**src/rtl/nvc_pkg.sv**
```systemverilog
package nvc_pkg;

   typedef enum logic [2:0] {
      M_STBY, M_IDLE, M_READ, M_WRITE, M_STORE, M_RECALL, M_NOP
   } mode_t;

   typedef enum logic [2:0] {
      S_IDLE, S_ERASE, S_PROG, S_CLEAR, S_COPY
   } step_t;

   // Active-low pins to a mode; write wins over read when nv_n is high.
   function automatic mode_t decode_ctl(input logic ce_n, input logic oe_n,
                                        input logic we_n, input logic nv_n);
      if (ce_n) return M_STBY;
      if (nv_n) begin
         if (!we_n) return M_WRITE;
         if (!oe_n) return M_READ;
         return M_IDLE;
      end
      if (!we_n && oe_n) return M_STORE;
      if (we_n && !oe_n) return M_RECALL;
      return M_NOP;
   endfunction

endpackage

```
**src/rtl/nvc_mode_sync.sv**
```systemverilog
module nvc_mode_sync
   import nvc_pkg::*;
#(
   parameter int STAGES = 1
) (
   input  logic  clk,
   input  logic  rst_n,
   input  logic  ce_n,
   input  logic  oe_n,
   input  logic  we_n,
   input  logic  nv_n,
   output mode_t mode_o
);

   mode_t raw;
   assign raw = decode_ctl(ce_n, oe_n, we_n, nv_n);

   generate
      if (STAGES == 1) begin : g_single
         mode_t q;
         always_ff @(posedge clk or negedge rst_n) begin
            if (!rst_n) q <= M_STBY;
            else        q <= raw;
         end
         assign mode_o = q;
      end else begin : g_chain
         mode_t q [STAGES];
         always_ff @(posedge clk or negedge rst_n) begin
            if (!rst_n) begin
               for (int i = 0; i < STAGES; i++) q[i] <= M_STBY;
            end else begin
               q[0] <= raw;
               for (int i = 1; i < STAGES; i++) q[i] <= q[i-1];
            end
         end
         assign mode_o = q[STAGES-1];
      end
   endgenerate

endmodule

```
**src/rtl/nvc_launch.sv**
```systemverilog
module nvc_launch
   import nvc_pkg::*;
#(
   parameter int INIT_CYC = 4
) (
   input  logic  clk,
   input  logic  rst_n,
   input  mode_t mode_i,
   input  logic  busy_i,
   input  logic  inhibit_i,
   output logic  go_store,
   output logic  go_recall
);

   localparam int CW = $clog2(INIT_CYC + 1);

   mode_t         mode_prev;
   mode_t         kind;
   logic          pend;
   logic [CW-1:0] cnt;

   logic is_req, blocked_now, entry, hold_ok, ready;

   assign is_req      = (mode_i == M_STORE) || (mode_i == M_RECALL);
   assign blocked_now = (mode_i == M_STORE) && inhibit_i;
   assign entry       = is_req && (mode_i != mode_prev) && !busy_i && !blocked_now;
   assign hold_ok     = pend && (mode_i == kind) && !busy_i && !blocked_now;
   assign ready       = hold_ok && (cnt == CW'(INIT_CYC));
   assign go_store    = ready && (kind == M_STORE);
   assign go_recall   = ready && (kind == M_RECALL);

   always_ff @(posedge clk or negedge rst_n) begin
      if (!rst_n) begin
         mode_prev <= M_STBY;
         kind      <= M_STBY;
         pend      <= 1'b0;
         cnt       <= '0;
      end else begin
         mode_prev <= mode_i;
         if (entry) begin
            pend <= 1'b1;
            kind <= mode_i;
            cnt  <= CW'(1);
         end else if (!hold_ok || ready) begin
            pend <= 1'b0;
         end else begin
            cnt <= cnt + CW'(1);
         end
      end
   end

endmodule

```
**src/rtl/nvc_sequencer.sv**
```systemverilog
module nvc_sequencer
   import nvc_pkg::*;
#(
   parameter int ERASE_CYC = 40,
   parameter int PROG_CYC  = 60,
   parameter int CLEAR_CYC = 8,
   parameter int COPY_CYC  = 12
) (
   input  logic  clk,
   input  logic  rst_n,
   input  logic  go_store,
   input  logic  go_recall,
   output step_t step_o,
   output logic  busy_o
);

   localparam int MAX_A = (ERASE_CYC > PROG_CYC) ? ERASE_CYC : PROG_CYC;
   localparam int MAX_B = (CLEAR_CYC > COPY_CYC) ? CLEAR_CYC : COPY_CYC;
   localparam int MAXC  = (MAX_A > MAX_B) ? MAX_A : MAX_B;
   localparam int CW    = $clog2(MAXC + 1);

   step_t         st;
   logic [CW-1:0] cnt;
   logic          last;

   assign last = (cnt == '0);

   always_ff @(posedge clk or negedge rst_n) begin
      if (!rst_n) begin
         st  <= S_IDLE;
         cnt <= '0;
      end else begin
         case (st)
            S_IDLE: begin
               if (go_store) begin
                  st  <= S_ERASE;
                  cnt <= CW'(ERASE_CYC - 1);
               end else if (go_recall) begin
                  st  <= S_CLEAR;
                  cnt <= CW'(CLEAR_CYC - 1);
               end
            end
            S_ERASE: begin
               if (last) begin
                  st  <= S_PROG;
                  cnt <= CW'(PROG_CYC - 1);
               end else cnt <= cnt - CW'(1);
            end
            S_CLEAR: begin
               if (last) begin
                  st  <= S_COPY;
                  cnt <= CW'(COPY_CYC - 1);
               end else cnt <= cnt - CW'(1);
            end
            S_PROG, S_COPY: begin
               if (last) st <= S_IDLE;
               else      cnt <= cnt - CW'(1);
            end
            default: st <= S_IDLE;
         endcase
      end
   end

   assign step_o = st;
   assign busy_o = (st != S_IDLE);

endmodule

```
**src/rtl/nvcycle_ctrl.sv**
```systemverilog
module nvcycle_ctrl
   import nvc_pkg::*;
#(
   parameter int SYNC_STAGES = 1,
   parameter int INIT_CYC    = 4,
   parameter int ERASE_CYC   = 40,
   parameter int PROG_CYC    = 60,
   parameter int CLEAR_CYC   = 8,
   parameter int COPY_CYC    = 12
) (
   input  logic clk,
   input  logic rst_n,
   input  logic ce_n,
   input  logic oe_n,
   input  logic we_n,
   input  logic nv_n,
   input  logic store_inhibit,
   output logic sram_rd,
   output logic sram_wr,
   output logic dq_oe,
   output logic nv_erase,
   output logic nv_program,
   output logic sram_clear,
   output logic nv_copy,
   output logic busy
);

   generate
      if (SYNC_STAGES < 1) begin : g_bad_sync
         $error("SYNC_STAGES must be at least 1");
      end
      if (INIT_CYC < 1) begin : g_bad_init
         $error("INIT_CYC must be at least 1");
      end
      if (ERASE_CYC < 1 || PROG_CYC < 1 || CLEAR_CYC < 1 || COPY_CYC < 1) begin : g_bad_len
         $error("step lengths must be at least 1");
      end
   endgenerate

   mode_t mode;
   step_t step;
   logic  go_store, go_recall, running;

   nvc_mode_sync #(.STAGES(SYNC_STAGES)) u_sync (
      .clk(clk), .rst_n(rst_n),
      .ce_n(ce_n), .oe_n(oe_n), .we_n(we_n), .nv_n(nv_n),
      .mode_o(mode)
   );

   nvc_launch #(.INIT_CYC(INIT_CYC)) u_launch (
      .clk(clk), .rst_n(rst_n),
      .mode_i(mode), .busy_i(running), .inhibit_i(store_inhibit),
      .go_store(go_store), .go_recall(go_recall)
   );

   nvc_sequencer #(
      .ERASE_CYC(ERASE_CYC), .PROG_CYC(PROG_CYC),
      .CLEAR_CYC(CLEAR_CYC), .COPY_CYC(COPY_CYC)
   ) u_seq (
      .clk(clk), .rst_n(rst_n),
      .go_store(go_store), .go_recall(go_recall),
      .step_o(step), .busy_o(running)
   );

   assign busy       = running;
   assign sram_rd    = !running && (mode == M_READ);
   assign sram_wr    = !running && (mode == M_WRITE);
   assign dq_oe      = sram_rd;
   assign nv_erase   = (step == S_ERASE);
   assign nv_program = (step == S_PROG);
   assign sram_clear = (step == S_CLEAR);
   assign nv_copy    = (step == S_COPY);

endmodule

```
**config.mk**
```make
export PLATFORM = sky130hd
export DESIGN_NAME = nvcycle_ctrl
export DESIGN_NICKNAME = d
export VERILOG_FILES = /design/src/rtl/nvc_pkg.sv /design/src/rtl/nvc_mode_sync.sv /design/src/rtl/nvc_launch.sv /design/src/rtl/nvc_sequencer.sv /design/src/rtl/nvcycle_ctrl.sv
export SDC_FILE = /design/constraint.sdc
export NUM_CORES = 1
export LEC_CHECK = 0
export ABC_AREA = 0
export CORE_UTILIZATION = 50
export CTS_CLUSTER_DIAMETER = 200
export DETAILED_ROUTE_END_ITERATION = 10
export GPL_TIMING_DRIVEN = 0
export MAX_ROUTING_LAYER = met4
export PLACE_DENSITY = 0.75
export SETUP_SLACK_MARGIN = 0.02
export SLEW_MARGIN = 20
export SYNTH_ARGS = -nofsm -noshare
export SYNTH_HDL_FRONTEND = slang
export SYNTH_SLANG_ARGS = --single-unit
```
**constraint.sdc**
```tcl
create_clock -name clk -period 2.15 [get_ports clk]
set_clock_uncertainty 0.2 [all_clocks]
set_input_delay 0.43 -clock clk [delete_from_list [all_inputs] [get_ports clk]]
set_output_delay 0.43 -clock clk [all_outputs]
set_load 0.03 [all_outputs]
```
==> results of run 1 <==
-- kinds of logic (layout without fill, tap and decap cells) --
| kind of cell | Yosys count | count (layout) | synth area share (%) |
|---|---|---|---|
| mux | 6 | 6 | 4.95 |
| fa+ha+maj | 6 | 6 | 5.40 |
| simple gates | 44 | 44 | 21.5 |
| compound gates | 35 | 35 | 17.3 |
| xor+xnor | 9 | 9 | 5.67 |
| flops | 22 | 22 | 39.6 |
| buf+inv | 17 | 46 | 5.58 |
-- stage by stage --
stage	hold slack [ns]	power, uW	utilization, %
floorplan	-0.0656	1460	-
global placement	0.180	1700	62.6
detailed placement	0.193	1740	62.6
CTS	0.221	2060	67.0
global route	0.236	2340	69.5
finish	0.220	2190	69.5
-- layer usage --
metal | GRT usage (%) | vias to the layer above | wire length (um)
met5 | - | - | 0
met4 | 9.40 | 0 | 23
met3 | 3.89 | 4 | 142
met2 | 39.6 | 43 | 1540
met1 | 26.5 | 571 | 1280
li1 | - | 566 | -
-- layout make-up --
type                       count  area [sq um]  area share, %
clock buffer                   4          36.3           2.05
tap                           30          37.5           2.12
sequential                    22           554           31.3
buffer                         6          53.8           3.04
inverter                      10          37.5           2.12
multi-input combinational    100           835           47.2
timing repair buffer          26           215           12.2
-- synthesized netlist by cell type, types with 2 or more instances --
master	n	area, sq um
clkbuf_1	2	7.51
xor2_1	3	26.3
mux2i_1	2	20.0
a21oi_1	8	40.0
xnor2_1	6	52.6
ha_1	6	75.1
nand4b_1	2	17.5
nor3_1	2	10.0
nor2b_1	3	18.8
buf_2	2	10.0
o21a_1	2	15.0
o211ai_1	3	22.5
mux2_2	2	22.5
nor2_1	7	26.3
nor3b_1	2	15.0
o31a_1	2	17.5
and2_1	2	12.5
inv_1	9	33.8
nor3_4	2	32.5
a31oi_1	2	12.5
o21ai_1	3	15.0
nand2_1	8	30.0
dfrtp_1	22	551
o21ai_0	5	25.0
nor4_1	2	12.5
-- state kept, by name, indices dropped and copies added (netlist names) --
register / flops
u_seq.step_o: 3
u_launch.mode_prev: 3
u_sync.mode_o: 3
u_launch.cnt: 3
u_launch.kind: 3
u_seq.cnt: 6
u_launch.pend: 1
-- power breakdown --
part           leakage (uW)  switching (uW)  total [uW]  internal [uW]
combinational      0.000486             638        1270            633
sequential         0.000270             153         688            535
clock             0.0000210             131         234            104
total              0.000777             922        2190           1270
-- worst reg2reg max path, cell delays in order (launching register included) --
cell	delay (ns)
dfrtp_2	0.47
nor3_4	0.22
inv_2	0.08
buf_4	0.16
nor4b_2	0.38
nand2_2	0.17
mux2_4	0.32
-- final timing paths --
kind                                        startpoint                               to  slack, ns  cells after the start
max                        u_seq.step_o[0]$_DFFE_PN0P_                          sram_rd      -0.04                      5
max reg2reg                u_seq.step_o[0]$_DFFE_PN0P_     u_launch.kind[0]$_DFFE_PN0P_       0.05                      6
min in group asynchronous                        rst_n         u_seq.cnt[0]$_DFFE_PN0P_       0.39                      2
min                         u_sync.mode_o[0]$_DFF_PN0_  u_launch.mode_prev[0]$_DFF_PN0_       0.22                      0
max in group asynchronous                        rst_n      u_seq.step_o[0]$_DFFE_PN0P_       1.00                      2
min reg2reg                 u_sync.mode_o[0]$_DFF_PN0_  u_launch.mode_prev[0]$_DFF_PN0_       0.22                      0
-- repair_timing --
item	4_1_cts	5_1_grt
setup endpoints to repair	15	16
hold endpoints to repair	0	22
pin swaps	4	6
resized for setup	58	18
buffers inserted	8	4
hold buffers	0	1
==> flow_summary.toml, run 1 <==
[setup_path]
crit_type = "reg -> out"
worstSetupEndpointType = "output pin"
path_max_fanout = 4
worstPathRequired_ns = 1.52
crit_buf_inv = 3
crit_path_max_incr_delay_ns = 0.47
crit_path_start_kind = "flop"
worstPathCellList = "nor3_4, inv_2, nor4b_4, buf_4, buf_6"
crit_arrival_ns = 1.56
critical_path.top_delay_family = "flip-flops"
crit_slowest_cell = "dfrtp_2"

[route]
drt_iter0_drc = 22
wl_per_cell_um = 15.1
drt-vias-per-instance = 5.98
ant_nets = 0
via_count = 1184
first_pass_iters = 4
drc = 0
totalWireLength_mm = 2.99

[timing]
relSlewSlack_pct = 67.6
setup_viol = 3
postLayoutSetupSlackWorst_ns = -0.0408
tightest_slew_ns = 0.486
finalCriticalPeriod_ns = 2.19
final.setup.tns_ns = -0.0889
slew_violations = 0
rsz0062_at_grt = "true"
hold_viol = 0
finalCritPeriodShare_pct = 102
max_freq_mhz = 456

[placement]
place_inst = 183
dp_slack_ns = -0.445
dp_hpwl_mm = 2.07
gp_congestion = 0.863
port_buffers = 14
place_area_sq_um = 1590

[finish]
final_layout_size_suffix_gt1_share_pct = 36.3
fin_cells = 198
layout_commonest_cell = "dfrtp_1"
stdcell_area_sq_um = 1770
layout_common_cells = "dfrtp_1, buf_4, a21oi_1"
nNetsFinal = 182
nFillCells = 209
area_delta_synth_final_pct = 27.3
diodes = 0

[synth]
syn_nets = 152
yosysSeqAreaShare_pct = 39.6
postSynthCellCount = 139
synth_warnings = 0
ys_ff_latch = 22
synthArstFlopShare_pct = 100
syn-cell-area_sq_um = 1390
synth.distinct_cells = 55
ys.flop_type = "dfrtp_1"
syn_avg_cell_area_sq_um = 10.0
synth_enable_flop_cells = 0

[die]
rows = 18
initial_utilization_pct = 54.6
core_area_sq_um = 2540
die_y_um = 54.7
io_pins = 15
dieArea_sq_um = 2990
die_x_um = 54.7

[power]
leakage_uw = 0.000777
p_per_area_nw_per_um2 = 1240
peakVddDrop_v = 0.00114

[job]
max_cap_viol_count = 0

[clock_network]
htreeDepth = 1
numCtsBuffers = 3
tritoncts = "yes"
clk_latency_ns = 0.32
root_buffer = "clkbuf_4"
clkSinkCount = 22
clock_path_buffers = 2
path_clk_slew_ns = 0.13

[global_routing]
grt_usage_pct = 23.1
gr-total-overflow = 0
grt_pass1_wl_mm = 4.78
grt_max_degree = 23
antenna_found_initial = 0
grt_pass1_vias = 1153

[run_status]
status = "finished with violations"
violations = "negative setup slack"

[worst_hold_path]
hold_class = "reg -> reg"
No activity file was read; power rests on OpenSTA's default activity.
==> run 2: changes to the inputs <==
--- a/config.mk
+++ b/config.mk
@@ -13,6 +13,7 @@
 export MAX_ROUTING_LAYER = met4
 export PLACE_DENSITY = 0.75
 export SETUP_SLACK_MARGIN = 0.02
+export SKIP_LAST_GASP = 1
 export SLEW_MARGIN = 20
 export SYNTH_ARGS = -nofsm -noshare
 export SYNTH_HDL_FRONTEND = slang
==> run 2 against run 1 <==
Clock power barely moved; flip-flop and latch count did not move; final cell count did not move; core utilization fell by 0.15 points; count of clock-buffer cells in the layout did not move; non-clock buffer count did not move; global-route usage did not move; register-to-register slack barely moved; die area did not move; the run still ends with negative setup slack left.
==> flow_summary.toml, run 2 (same netlist as run 1, synthesis figures left out) <==
[run_status]
status = "finished with violations"
violations = "negative setup slack"

[timing]
tightest_slew_ns = 0.486
relSlewSlack_pct = 67.6
hold_viol = 0
finalCritPeriodShare_pct = 102
postLayoutSetupSlackWorst_ns = -0.0408
fin_hold_ws_ns = 0.220
rsz0062_at_grt = "true"
slew_violations = 0
setup_viol = 3
finalCriticalPeriod_ns = 2.19
max_freq_mhz = 456

[clock_network]
clk_latency_ns = 0.32
numCtsBuffers = 3
htreeDepth = 1
root_buffer = "clkbuf_4"
path_clk_slew_ns = 0.13
clkSinkCount = 22
clock_path_buffers = 2
tritoncts = "yes"

[route]
first_pass_iters = 4
drt_iter0_drc = 22
wl_per_cell_um = 15.1
via_count = 1184
drt-vias-per-instance = 5.98
ant_nets = 0
drc = 0
totalWireLength_mm = 2.99

[finish]
regArea_sq_um = 554
final_layout_size_suffix_gt1_share_pct = 36.3
area_delta_synth_final_pct = 27.0
fin_util_pct = 69.4
layout_commonest_cell = "dfrtp_1"
diodes = 0
stdcell_area_sq_um = 1770
multi_input_comb_area_sq_um = 835
nFillCells = 209
largest_reg_flops = 6
layout_common_cells = "dfrtp_1, buf_4, a21oi_1"
nNetsFinal = 182
regMostFlops = "u_seq.cnt"

[setup_path]
crit_path_start_kind = "flop"
worstSetupEndpointType = "output pin"
crit_arrival_ns = 1.56
crit_type = "reg -> out"
worstPathRequired_ns = 1.52
path_max_fanout = 4

[global_routing]
gr-total-overflow = 0
grt_pass1_vias = 1153
grt_usage_pct = 23.1
grt_pass1_wl_mm = 4.78
antenna_found_initial = 0
grt_max_degree = 23

[power]
leakage_uw = 0.000776
power_uw = 2190
peakVddDrop_v = 0.00114
p_per_area_nw_per_um2 = 1240

[worst_hold_path]
hold_class = "reg -> reg"

[die]
core_area_sq_um = 2540
dieArea_sq_um = 2990
rows = 18
initial_utilization_pct = 54.6
die_y_um = 54.7
io_pins = 15
die_x_um = 54.7

[placement]
dp_hpwl_mm = 2.07
gp_congestion = 0.863
place_area_sq_um = 1590
port_buffers = 14

[job]
max_cap_viol_count = 0
==> run 2: what timing repair did <==
item | CTS | global route
hold buffers | 0 | 1
endpoints found under the hold margin | 0 | 22
pin swaps | 4 | 6
endpoints found under the setup margin | 15 | 16
buffers inserted | 8 | 4
resized for setup | 58 | 17
==> run 2: area by class of cell <==
type,count,share of cell area (%)
Multi-Input combinational cell,100,47.3
Sequential cell,22,31.4
Timing Repair Buffer,26,12.0
Buffer,6,3.05
Inverter,10,2.13
Tap cell,30,2.13
Clock buffer,4,2.06
==> run 2: report_power, final <==
group | switching [uW] | internal, uW
combinational | 638 | 628
clock | 131 | 104
sequential | 151 | 535
==> run 2: final timing paths <==
| check | start | endpoint | slack, ns | cells past startpoint |
|---|---|---|---|---|
| setup / recovery | u_seq.step_o[0]$_DFFE_PN0P_ | sram_rd | -0.04 | 5 |
| hold / removal | u_sync.mode_o[0]$_DFF_PN0_ | u_launch.mode_prev[0]$_DFF_PN0_ | 0.22 | 0 |
| setup reg to reg | u_seq.cnt[1]$_DFFE_PN0P_ | u_seq.cnt[5]$_DFFE_PN0P_ | 0.05 | 6 |
| hold reg to reg | u_sync.mode_o[0]$_DFF_PN0_ | u_launch.mode_prev[0]$_DFF_PN0_ | 0.22 | 0 |
| max in group asynchronous | rst_n | u_seq.step_o[0]$_DFFE_PN0P_ | 1.00 | 2 |
| min in group asynchronous | rst_n | u_seq.cnt[0]$_DFFE_PN0P_ | 0.39 | 2 |
==> run 2: through the flow <==
step	setup WS [ns]	setup TNS (ns)	std cells
after global routing	-0.132	-0.529	198
after CTS	-0.0839	-0.242	194
after floorplan	-0.0829	-0.0829	139
after global placement	-0.436	-2.62	183
final	-0.0408	-0.0889	198
after detailed placement	-0.445	-3.01	183
==> run 2: critical path, cell delays in order (launching register included) <==
cell     delay [ns]
dfrtp_2        0.47
nor3_4         0.21
inv_2          0.08
nor4b_4        0.22
buf_4          0.15
buf_6          0.12
==> run 2: metal layers <==
layer  vias up  wire (um)  GRT usage [%]
met3         4        142           3.89
met1       571       1280           26.5
met5         -          0              -
li1        566          -              -
met4         0         23           9.40
met2        43       1540           39.6
